## config.mk

```make
export PLATFORM = sky130hd
export DESIGN_NAME = sg_dma_engine
export DESIGN_NICKNAME = d
export VERILOG_FILES = /design/src/rtl/sgd_pkg.sv /design/src/rtl/sgd_regs.sv /design/src/rtl/sgd_seq.sv /design/src/rtl/sg_dma_engine.sv
export SDC_FILE = /design/constraint.sdc
export NUM_CORES = 1
export LEC_CHECK = 0
export ABC_AREA = 1
export ABC_CLOCK_PERIOD_IN_PS = 2200
export BUFFER_PORTS_ARGS = -buffer_cell sky130_fd_sc_hd__buf_2
export CORE_UTILIZATION = 35
export DETAILED_ROUTE_END_ITERATION = 16
export PLACE_DENSITY = 0.65
export SYNTH_ARGS = -nofsm -noshare
export SYNTH_HDL_FRONTEND = slang
export SYNTH_SLANG_ARGS = --single-unit
```

## constraint.sdc

```tcl
create_clock -name clk -period 2.2 [get_ports clk]
set_clock_uncertainty 0.05 [all_clocks]
set_input_delay 0.33 -clock clk [delete_from_list [all_inputs] [get_ports clk]]
set_output_delay 0.33 -clock clk [all_outputs]
set_load 0.005 [all_outputs]
```

## src/rtl/sgd_pkg.sv

```systemverilog
package sgd_pkg;
   localparam int HW = 16;
   typedef enum logic [2:0] {
      S_IDLE, S_FETCH, S_FCAP, S_RD, S_OCAP, S_OUT, S_IN
   } seq_state_t;
   localparam logic [1:0] RA_CMD  = 2'd0;
   localparam logic [1:0] RA_STAT = 2'd1;
   localparam logic [1:0] RA_TBL  = 2'd2;
   localparam int CMD_RUN = 0;
   localparam int CMD_DIR = 3;
   localparam int ST_ACT  = 0;
   localparam int ST_ERR  = 1;
   localparam int ST_INT  = 2;
   localparam int ST_CFG0 = 5;
   localparam int ST_SPX  = 7;
   localparam int LAST_BIT = 15;
endpackage

```

## src/rtl/sgd_regs.sv

```systemverilog
module sgd_regs import sgd_pkg::*; #(
   parameter int AW      = 32,
   parameter bit SIMPLEX = 1'b0
) (
   input  logic          clk,
   input  logic          rst_n,
   input  logic          reg_wr,
   input  logic [1:0]    reg_addr,
   input  logic [AW-1:0] reg_wdata,
   output logic [AW-1:0] reg_rdata,
   input  logic          active,
   input  logic          set_err,
   input  logic          set_int,
   output logic          start_pls,
   output logic          stop_pls,
   output logic          start_dir,
   output logic [AW-1:2] tbl_base,
   output logic          err_flag,
   output logic          int_flag
);
   logic run_q, dir_q, err_q, int_q, spx;
   logic [1:0] cfg_q;
   logic [AW-1:2] tbl_q;
   logic wr_cmd, wr_st, wr_tbl;

   assign wr_cmd = reg_wr && (reg_addr == RA_CMD);
   assign wr_st  = reg_wr && (reg_addr == RA_STAT);
   assign wr_tbl = reg_wr && (reg_addr == RA_TBL);

   assign start_pls = wr_cmd && reg_wdata[CMD_RUN] && !run_q;
   assign stop_pls  = wr_cmd && !reg_wdata[CMD_RUN] && run_q;
   assign start_dir = reg_wdata[CMD_DIR];
   assign tbl_base  = tbl_q;
   assign err_flag  = err_q;
   assign int_flag  = int_q;

   generate
      if (SIMPLEX) begin : g_spx
         assign spx = 1'b1;
      end else begin : g_dual
         assign spx = 1'b0;
      end
   endgenerate

   always_ff @(posedge clk or negedge rst_n) begin
      if (!rst_n) begin
         run_q <= 1'b0;
         dir_q <= 1'b0;
         err_q <= 1'b0;
         int_q <= 1'b0;
         cfg_q <= '0;
         tbl_q <= '0;
      end else begin
         if (wr_cmd) begin
            run_q <= reg_wdata[CMD_RUN];
            dir_q <= reg_wdata[CMD_DIR];
         end
         if (wr_tbl) tbl_q <= reg_wdata[AW-1:2];
         if (wr_st) cfg_q <= reg_wdata[ST_CFG0+1:ST_CFG0];
         err_q <= set_err | (err_q & ~(wr_st & reg_wdata[ST_ERR]));
         int_q <= set_int | (int_q & ~(wr_st & reg_wdata[ST_INT]));
      end
   end

   always_comb begin
      reg_rdata = '0;
      case (reg_addr)
         RA_CMD: begin
            reg_rdata[CMD_RUN] = run_q;
            reg_rdata[CMD_DIR] = dir_q;
         end
         RA_STAT: begin
            reg_rdata[ST_ACT] = active;
            reg_rdata[ST_ERR] = err_q;
            reg_rdata[ST_INT] = int_q;
            reg_rdata[ST_CFG0+1:ST_CFG0] = cfg_q;
            reg_rdata[ST_SPX] = spx;
         end
         RA_TBL:  reg_rdata = {tbl_q, 2'b00};
         default: reg_rdata = '0;
      endcase
   end
endmodule

```

## src/rtl/sgd_seq.sv

```systemverilog
module sgd_seq import sgd_pkg::*; #(
   parameter int AW = 32
) (
   input  logic          clk,
   input  logic          rst_n,
   input  logic          start_pls,
   input  logic          stop_pls,
   input  logic          start_dir,
   input  logic [AW-1:2] tbl_base,
   output logic          active,
   output logic          set_err,
   output logic          set_int,
   output logic          mem_rd,
   output logic          mem_wr,
   output logic [AW-1:0] mem_addr,
   output logic [HW-1:0] mem_wdata,
   input  logic [HW-1:0] mem_rdata,
   input  logic          mem_err,
   input  logic          dev_rdy,
   output logic          dev_stb,
   output logic [HW-1:0] dev_wdata,
   input  logic [HW-1:0] dev_rdata,
   input  logic          dev_irq
);
   localparam int FW = 2*HW - 1;

   seq_state_t st_q, st_d;
   logic [AW-1:1] tp_q, tp_d, ba_q, ba_d;
   logic [HW-1:1] alo_q, alo_d;
   logic [HW-1:0] cnt_q, cnt_d, left_q, left_d, hold_q, hold_d, words;
   logic [FW-1:0] full;
   logic [1:0]    ix_q, ix_d;
   logic dir_q, dir_d, last_q, last_d, act_q, act_d;
   logic acc_q, irq_q, pend_q, pend_d;
   logic pr, take, fault, step;

   assign active    = act_q;
   assign dev_wdata = hold_q;
   assign words     = {cnt_q == '0, cnt_q[HW-1:1]};
   assign full      = {mem_rdata, alo_q};
   assign pr        = pend_q | (dev_irq & ~irq_q);
   assign take      = pr && (st_q == S_IDLE || st_q == S_FETCH ||
                             st_q == S_RD || st_q == S_IN);
   assign fault     = acc_q && mem_err;

   always_comb begin
      st_d = st_q;   tp_d = tp_q;     ba_d = ba_q;     alo_d = alo_q;
      cnt_d = cnt_q; left_d = left_q; hold_d = hold_q; ix_d = ix_q;
      dir_d = dir_q; last_d = last_q; act_d = act_q;   pend_d = pr;
      mem_rd = 1'b0; mem_wr = 1'b0;   mem_addr = '0;   mem_wdata = dev_rdata;
      dev_stb = 1'b0; set_err = 1'b0; set_int = 1'b0;  step = 1'b0;
      if (take) begin
         set_int = 1'b1;
         pend_d  = 1'b0;
      end
      if (fault) begin
         set_err = 1'b1;
         act_d   = 1'b0;
         st_d    = S_IDLE;
      end else if (stop_pls) begin
         act_d = 1'b0;
         st_d  = S_IDLE;
      end else if (take && st_q != S_IDLE) begin
         st_d = S_IDLE;
      end else begin
         case (st_q)
            S_IDLE: if (start_pls) begin
               tp_d  = {tbl_base, 1'b0};
               ix_d  = '0;
               dir_d = start_dir;
               act_d = 1'b1;
               st_d  = S_FETCH;
            end
            S_FETCH: begin
               mem_rd   = 1'b1;
               mem_addr = {tp_q, 1'b0};
               st_d     = S_FCAP;
            end
            S_FCAP: begin
               tp_d = tp_q + 1'b1;
               ix_d = ix_q + 1'b1;
               st_d = S_FETCH;
               case (ix_q)
                  2'd0: alo_d = mem_rdata[HW-1:1];
                  2'd1: ba_d  = full[AW-2:0];
                  2'd2: cnt_d = mem_rdata;
                  default: begin
                     last_d = mem_rdata[LAST_BIT];
                     left_d = words;
                     if (words == '0) begin
                        if (mem_rdata[LAST_BIT]) begin
                           act_d = 1'b0;
                           st_d  = S_IDLE;
                        end
                     end else begin
                        st_d = dir_q ? S_IN : S_RD;
                     end
                  end
               endcase
            end
            S_RD: begin
               mem_rd   = 1'b1;
               mem_addr = {ba_q, 1'b0};
               st_d     = S_OCAP;
            end
            S_OCAP: begin
               hold_d = mem_rdata;
               st_d   = S_OUT;
            end
            S_OUT: if (dev_rdy) begin
               dev_stb = 1'b1;
               step    = 1'b1;
            end
            S_IN: if (dev_rdy) begin
               dev_stb  = 1'b1;
               mem_wr   = 1'b1;
               mem_addr = {ba_q, 1'b0};
               step     = 1'b1;
            end
            default: st_d = S_IDLE;
         endcase
         if (step) begin
            ba_d   = ba_q + 1'b1;
            left_d = left_q - 1'b1;
            if (left_q == 16'd1) begin
               if (last_q) begin
                  act_d = 1'b0;
                  st_d  = S_IDLE;
               end else begin
                  st_d = S_FETCH;
               end
            end else begin
               st_d = (st_q == S_OUT) ? S_RD : S_IN;
            end
         end
      end
   end

   always_ff @(posedge clk or negedge rst_n) begin
      if (!rst_n) begin
         st_q <= S_IDLE; tp_q <= '0;   ba_q <= '0;   alo_q <= '0;
         cnt_q <= '0;    left_q <= '0; hold_q <= '0; ix_q <= '0;
         dir_q <= 1'b0;  last_q <= 1'b0; act_q <= 1'b0;
         acc_q <= 1'b0;  irq_q <= 1'b0;  pend_q <= 1'b0;
      end else begin
         st_q <= st_d;   tp_q <= tp_d;     ba_q <= ba_d;     alo_q <= alo_d;
         cnt_q <= cnt_d; left_q <= left_d; hold_q <= hold_d; ix_q <= ix_d;
         dir_q <= dir_d; last_q <= last_d; act_q <= act_d;
         acc_q <= mem_rd | mem_wr;
         irq_q <= dev_irq;
         pend_q <= pend_d;
      end
   end
endmodule

```

## src/rtl/sg_dma_engine.sv

```systemverilog
module sg_dma_engine import sgd_pkg::*; #(
   parameter int AW      = 32,
   parameter bit SIMPLEX = 1'b0
) (
   input  logic          clk,
   input  logic          rst_n,
   input  logic          reg_wr,
   input  logic [1:0]    reg_addr,
   input  logic [AW-1:0] reg_wdata,
   output logic [AW-1:0] reg_rdata,
   output logic          mem_rd,
   output logic          mem_wr,
   output logic [AW-1:0] mem_addr,
   output logic [HW-1:0] mem_wdata,
   input  logic [HW-1:0] mem_rdata,
   input  logic          mem_err,
   input  logic          dev_rdy,
   output logic          dev_stb,
   output logic [HW-1:0] dev_wdata,
   input  logic [HW-1:0] dev_rdata,
   input  logic          dev_irq
);
   generate
      if (AW < 17 || AW > 2*HW) begin : g_bad_aw
         $error("sg_dma_engine: AW must lie between 17 and 32");
      end
   endgenerate

   logic act, err_f, int_f, set_err, set_int;
   logic start_pls, stop_pls, start_dir;
   logic [AW-1:2] tbl_base;

   sgd_regs #(.AW(AW), .SIMPLEX(SIMPLEX)) u_regs (
      .clk(clk), .rst_n(rst_n), .reg_wr(reg_wr), .reg_addr(reg_addr),
      .reg_wdata(reg_wdata), .reg_rdata(reg_rdata), .active(act),
      .set_err(set_err), .set_int(set_int), .start_pls(start_pls),
      .stop_pls(stop_pls), .start_dir(start_dir), .tbl_base(tbl_base),
      .err_flag(err_f), .int_flag(int_f)
   );

   sgd_seq #(.AW(AW)) u_seq (
      .clk(clk), .rst_n(rst_n), .start_pls(start_pls), .stop_pls(stop_pls),
      .start_dir(start_dir), .tbl_base(tbl_base), .active(act),
      .set_err(set_err), .set_int(set_int), .mem_rd(mem_rd), .mem_wr(mem_wr),
      .mem_addr(mem_addr), .mem_wdata(mem_wdata), .mem_rdata(mem_rdata),
      .mem_err(mem_err), .dev_rdy(dev_rdy), .dev_stb(dev_stb),
      .dev_wdata(dev_wdata), .dev_rdata(dev_rdata), .dev_irq(dev_irq)
   );
endmodule

```

# Word-level counts from Yosys, hierarchy flattened

Index checks and enable logic that the tools add are counted.

Input port bits: 72
Word-level logic and storage cells: 156
Memories: 0
ROM bits: 0
Register bits: 172
Bits in latches: 0
RAM bits: 0

Reductions and logical operators: 36
Magnitude comparators: 0
Shift-type cells: 0
Equal/unequal tests: 16
Multiplexer cells: 64
Divide/modulo/power cells: 0
Add/sub/neg operators: 4
Multipliers: 0
Bitwise operators: 16

Operators with widths:

| cell                  | number |
|---|---|
| $mux 32               | 4 |
| $mux 31               | 4 |
| $pmux 32 s3           | 1 |
| $add 31x1->31 const B | 2 |
| $pmux 31 s2           | 1 |
| $mux 16               | 3 |
| $reduce_and 5->1      | 7 |
| $logic_not 16->1      | 2 |
| $mux 1                | 32 |
| $mux 3                | 10 |
| $mux 24               | 1 |
| $pmux 3 s6            | 1 |
| $eq 16x1->1 const B   | 1 |
| $sub 16x1->16 const B | 1 |
| $logic_and 1x1->1     | 10 |
| $eq 3x3->1 const B    | 3 |
| $pmux 2 s2            | 2 |
| $not 1->1             | 7 |
| $eq 3x2->1 const B    | 2 |
| $ne 6x5->1 const B    | 1 |
| $pmux 1 s2            | 3 |
| $pmux 3 s2            | 1 |
| $reduce_bool 2->1     | 3 |
| $and 1x1->1           | 5 |
| 19 further kinds      | 29 |

# Depth between registers and ports, before layout

Depth after elaboration: 13
Mapped depth: 12

# Hierarchy

Synthesis repeated with hierarchy kept, for this count alone.

Cells, all modules: 1536
Area total of the unflattened synthesis: 10611.4 um^2

By module, submodules not included:

| module   | times used | area an instance (um^2) | seq. area each (um^2) | cells an instance |
|---|---|---|---|---|
| sgd_seq  | 1          | 8839.7                  | 3403.3                | 1299 |
| sgd_regs | 1          | 1771.7                  | 900.9                 | 237 |

# Worst setup path before layout

No wires, ideal clock.

Path type: input to output
Start: in reg_addr[0]
End: out mem_addr[10]
Cell stages on the path: 10
Data required time: 1.820 ns
Arrival time: 1.673 ns
Buffers on the path: 1
Path slack: 0.147 ns
Cell sequence: inv_1 > ha_1 > nand2_1 > nor3_2 > nor2_1 > nand2_4 > inv_2 > o21ai_1 > buf_2 > nor2_1

Longest elaborated chain between the ends: 6

Ends and longest elaborated chain:

| element                        | RTL line            | RTL |
|---|---|---|
| start, declared                | sg_dma_engine.sv:8  | `input logic [1:0] reg_addr,` |
| $logic_not 2->1                | sgd_regs.sv:26      | `assign wr_cmd = reg_wr && (reg_addr == RA_CMD);` |
| $logic_and 1x1->1              | sgd_regs.sv:26      |  |
| $logic_and 1x1->1 (2 in a row) | sgd_regs.sv:31      | `assign stop_pls = wr_cmd && !reg_wdata[CMD_RUN] && run_q;` |
| $mux 32                        | sgd_seq.sv:60       | `end else if (stop_pls) begin` |
| $mux 32                        | sgd_seq.sv:56       | `if (fault) begin` |
| end, declared                  | sg_dma_engine.sv:13 | `output logic [AW-1:0] mem_addr,` |

Every way passes these cells.

# Worst setup path in the final report

Start: reg u_seq.st_q[1]
End: out mem_addr[1]

Longest elaborated chain between the ends: 9
Elaborated cells between the ends (all ways): 14
Classes of those cells: 3 x eq/ne; 4 x mux; 7 x reduce/logical

Ends and longest elaborated chain:

| element                                              | RTL line                     | RTL |
|---|---|---|
| start, declared                                      | sgd_seq.sv:27                | `seq_state_t st_q, st_d;` |
| start signal, assigned                               | sgd_seq.sv:141               | `st_q <= S_IDLE; tp_q <= '0; ba_q <= '0; alo_q <= '0;` |
| start signal, assigned                               | sgd_seq.sv:146               | `st_q <= st_d; tp_q <= tp_d; ba_q <= ba_d; alo_q <= alo_d;` |
| $eq 3x1->1 / $logic_not 3->1 (equally long branches) | sgd_seq.sv:42, sgd_seq.sv:66 |  |
| $logic_or 1x1->1 (2 in a row)                        | sgd_seq.sv:42                | `assign take = pr && (st_q == S_IDLE \|\| st_q == S_FETCH \|\|` |
| $logic_or 1x1->1                                     | sgd_seq.sv:43                | `st_q == S_RD \|\| st_q == S_IN);` |
| $logic_and 1x1->1                                    | sgd_seq.sv:42                |  |
| $logic_and 1x1->1                                    | sgd_seq.sv:63                | `end else if (take && st_q != S_IDLE) begin` |
| $mux 32 (*)                                          | sgd_seq.sv:63                |  |
| $mux 32 (*)                                          | sgd_seq.sv:60                |  |
| $mux 32 (*)                                          | sgd_seq.sv:56                |  |

Every way passes the cells marked *; elsewhere a longest branch is shown, timed or not.

==> insert_results.sql <==
INSERT INTO impl_metrics (metric_group, metric, value, unit) VALUES
('outcome', 'run_status', 'complete, but fails checks', ''),
('outcome', 'failed_checks', 'negative setup slack', ''),
('grt', 'grt.overflow.total', '0', ''),
('floorplan', 'placement_rows', '63', ''),
('synthesis', 'synth-seq-cells', '172', ''),
('cts', 'root_buffer', 'sky130_fd_sc_hd__clkbuf_16', ''),
('drt', 'detailedRoute.firstPassIterationCount', '5', ''),
('grt', 'grt.met2_usage', '35.53', '%'),
('synthesis', 'synth_fp_nets', '1596', ''),
('synthesis', 'dominantRegCellSynth', 'sky130_fd_sc_hd__dfrtp_1', ''),
('final_layout', 'synthesis_to_finish_area_growth', '23.19', '%'),
('grt', 'busiest_layer', 'met2', ''),
('synthesis', 'yosys_warnings', '0', ''),
('final_layout', 'most_frequent_standard_cell_in_the_layout_excluding_fill_and_tap_cells', 'sky130_fd_sc_hd__nand2_1', ''),
('timing', 'setup_slack', '-0.2707', 'ns'),
('drt', 'total_wire_length', '33770', 'um'),
('floorplan', 'starting_density_of_the_core', '35.68', '%'),
('grt', 'met3_demand_to_capacity_share_in_global_routing', '3.230', '%'),
('floorplan', 'i_o_pin_count', '171', ''),
('job', 'maxCapViolations', '0', ''),
('synthesis', 'synth.area.top_cells', 'sky130_fd_sc_hd__dfrtp_1 (41%), sky130_fd_sc_hd__nand2_1 (16%), sky130_fd_sc_hd__nor2_1 (6.8%), sky130_fd_sc_hd__o21ai_0 (6.2%), sky130_fd_sc_hd__inv_1 (5.7%)', ''),
('cts', 'tritoncts.num_buffers', '17', ''),
('grt', 'track_usage', '21.70', '%'),
('floorplan', 'dieWidth', '176.1', 'um'),
('final_layout', 'layout.cells.most_common_list', 'sky130_fd_sc_hd__nand2_1 (460), sky130_fd_sc_hd__dfrtp_1 (169), sky130_fd_sc_hd__nor2_1 (163)', ''),
('place', 'io_buffer_count', '137', ''),
('worst_setup_path', 'rr_endpoint', 'u_seq.tp_q[30]', ''),
('synthesis', 'postSynthCellCount', '1513', ''),
('final_layout', 'stdcell_area', '13060', 'um2'),
('synthesis', 'mappedNetlistArea', '10600', 'um2'),
('grt', 'grt_first_pass_wirelength', '52650', 'um'),
('synthesis', 'synth_enable_flop_cells', '0', ''),
('timing', 'pins_over_their_slew_limit', '0', ''),
('worst_setup_path', 'setup.worst_path.class', 'register to primary output', ''),
('final_layout', 'num_antenna_cells', '0', ''),
('cts', 'htreeDepth', '4', ''),
('worst_setup_path', 'worst_setup_path_end_kind', 'primary output', ''),
('synthesis', 'post_synth_num_cell_types', '42', ''),
('timing', 'tns', '-7.778', 'ns'),
('place', 'post-place-cells', '2004', ''),
('drt', 'remaining_drc_errors', '0', ''),
('power', 'static-leakage-power', '6.252', 'nW'),
('worst_setup_path', 'r2r_setup_slack', '0.14', 'ns'),
('final_layout', 'finalNetCount', '1747', ''),
('worst_setup_path', 'worst_ep_arrival_time', '2.09', 'ns'),
('min_path', 'min_delay_path_depth', '2', ''),
('timing', 'fmax', '404.7', 'MHz'),
('min_path', 'holdPathEnd', 'u_regs.tbl_base[15]', ''),
('place', 'dp.final_hpwl', '24510', 'um'),
('worst_setup_path', 'startpoint_type', 'register', ''),
('min_path', 'hold_path.startpoint', 'reg_wdata[15]', ''),
('min_path', 'min-delay-path-class', 'input port to register', ''),
('final_layout', 'finish.cell_count_without_fillers', '2067', ''),
('final_layout', 'layout-drive-gt1-share', '19.86', '%'),
('place', 'cell_area_after_placement', '11780', 'um2'),
('grt', 'grt_pass1_vias', '9921', ''),
('synthesis', 'netlist.area_leader.share', '40.59', '%'),
('cts', 'cts.path.max_buffers', '2', ''),
('cts', 'clkLatencyLatePin', '0.44', 'ns'),
('timing', 'fin_crit_sh', '112.3', '%'),
('power', 'power-per-cell-area', '1221', 'nW/um2'),
('drt', 'postRouteAntennaNets', '0', ''),
('worst_setup_path', 'timing.critical_path.required', '1.82', 'ns'),
('synthesis', 'asyncSetResetFlopFracSynth', '100.0', '%'),
('timing', 'report.final.setup_viol', '34', ''),
('grt', 'antenna_found_initial', '0', ''),
('worst_setup_path', 'r2r-start', 'u_seq.st_q[2]', ''),
('grt', 'grt_start_max_net_pins', '63', ''),
('cts', 'worst_setup_hold_path_clk_slew', '0.07', 'ns'),
('timing', 'unrepaired_setup_endpoints_after_global_routing', 'true', ''),
('drt', 'drt_first_iter_violations', '978', '');
-- through the flow --
stage               hold slack (ns)  total power [mW]
finish                      0.06535             15.94
global route                0.05900             17.02
CTS                         0.05536             15.27
detailed placement           0.1826             11.73
global placement             0.1812             11.63
floorplan                  -0.01559             9.357
-- state kept, by name (all words and copies together) (netlist names), 2 cells and up --
| register | flops |
|---|---|
| u_seq.cnt_q | 16 |
| u_seq.ix_q | 2 |
| u_seq.st_q | 3 |
| u_seq.dev_wdata | 16 |
| u_seq.tp_q | 31 |
| u_seq.alo_q | 15 |
| u_regs.tbl_base | 30 |
| u_seq.left_q | 16 |
| u_regs.cfg_q | 2 |
| u_seq.ba_q | 31 |
-- worst max-delay path: stages (launching register included) --
cell and delay [ns]:
sky130_fd_sc_hd__dfrtp_2 0.48, sky130_fd_sc_hd__nand2_4 0.11, sky130_fd_sc_hd__nand2_2 0.07, sky130_fd_sc_hd__nand2_4 0.09, sky130_fd_sc_hd__nand3_4 0.11, sky130_fd_sc_hd__nand2_8 0.12
sky130_fd_sc_hd__inv_6 0.04, sky130_fd_sc_hd__o21ai_4 0.16, sky130_fd_sc_hd__clkbuf_16 0.29, sky130_fd_sc_hd__nor2_4 0.04, sky130_fd_sc_hd__buf_2 0.13
-- worst max path at each step --
stage	startpoint	endpoint	slack, ns	cells past startpoint
after floorplan	reg_addr[0]	mem_addr[10]	0.15	10
after global placement	reg_addr[0]	mem_addr[8]	-0.02	12
after detailed placement	reg_addr[0]	mem_addr[28]	-0.11	12
after CTS	u_seq.st_q[2]	mem_addr[21]	-0.19	8
after global routing	u_seq.st_q[2]	mem_addr[29]	-0.36	10
final	u_seq.st_q[1]	mem_addr[1]	-0.27	10
-- what timing repair did --
item | 4_1_cts | 5_1_grt
resized for setup | 34 | 63
endpoints found under the hold margin | 29 | 0
pin swaps | 3 | 21
buffers inserted | 15 | 9
gates cloned | 2 | 3
hold buffers | 2 | 0
endpoints found under the setup margin | 34 | 50
-- routing by layer --
layer | up-vias | share of wire [%] | routed length [um]
met2 | 313 | 48 | 16260
met5 | - | 0 | 0
met1 | 5077 | 44 | 14990
met3 | 54 | 5.1 | 1730
li1 | 5156 | - | -
met4 | 0 | 2.3 | 784
-- synth_stat cells (4+ instances only) --
cell type and instances:
sky130_fd_sc_hd__nand2_2 6, sky130_fd_sc_hd__a31oi_1 4, sky130_fd_sc_hd__clkbuf_1 23, sky130_fd_sc_hd__o22ai_1 6, sky130_fd_sc_hd__buf_2 21, sky130_fd_sc_hd__o21ai_1 14, sky130_fd_sc_hd__a21oi_1 22, sky130_fd_sc_hd__mux2_2 21
sky130_fd_sc_hd__nor3_1 13, sky130_fd_sc_hd__nand2_1 462, sky130_fd_sc_hd__inv_1 162, sky130_fd_sc_hd__xor2_1 10, sky130_fd_sc_hd__nand4_1 20, sky130_fd_sc_hd__a22oi_1 34, sky130_fd_sc_hd__ha_1 11, sky130_fd_sc_hd__inv_2 4
sky130_fd_sc_hd__nand3_1 115, sky130_fd_sc_hd__o21ai_0 132, sky130_fd_sc_hd__nand3b_1 14, sky130_fd_sc_hd__dfrtp_1 172, sky130_fd_sc_hd__nor2_1 191, sky130_fd_sc_hd__buf_6 5, sky130_fd_sc_hd__buf_4 21
-- final cells by class --
type	count	area [um2]
fillers	2979	16660
multi-input cells	1103	5567
flip-flops and latches	172	4308
repair buffers	203	1455
inverters	167	651.9
well taps	390	488.0
clock buffers	18	429.2
clock inverters	14	162.7
-- logic make-up after synthesis --
kind of cell,synth area share (%)
buffers and inverters,9.830
AND/OR/NAND/NOR,33.59
AO/OA/AOI/OAI,11.60
multiplexers,2.230
XOR/XNOR,0.8260
adder cells (fa/ha/maj),1.298
other,0.03537
flip-flops,40.59
-- power breakdown --
part / internal [mW] / total [mW] / switching [mW] / leakage (nW)
clock: 1.70 / 3.12 / 1.42 / 0.276
sequential: 4.48 / 6.01 / 1.53 / 2.08
combinational: 2.71 / 6.81 / 4.10 / 3.89
Power figures use the tool's default switching activity.
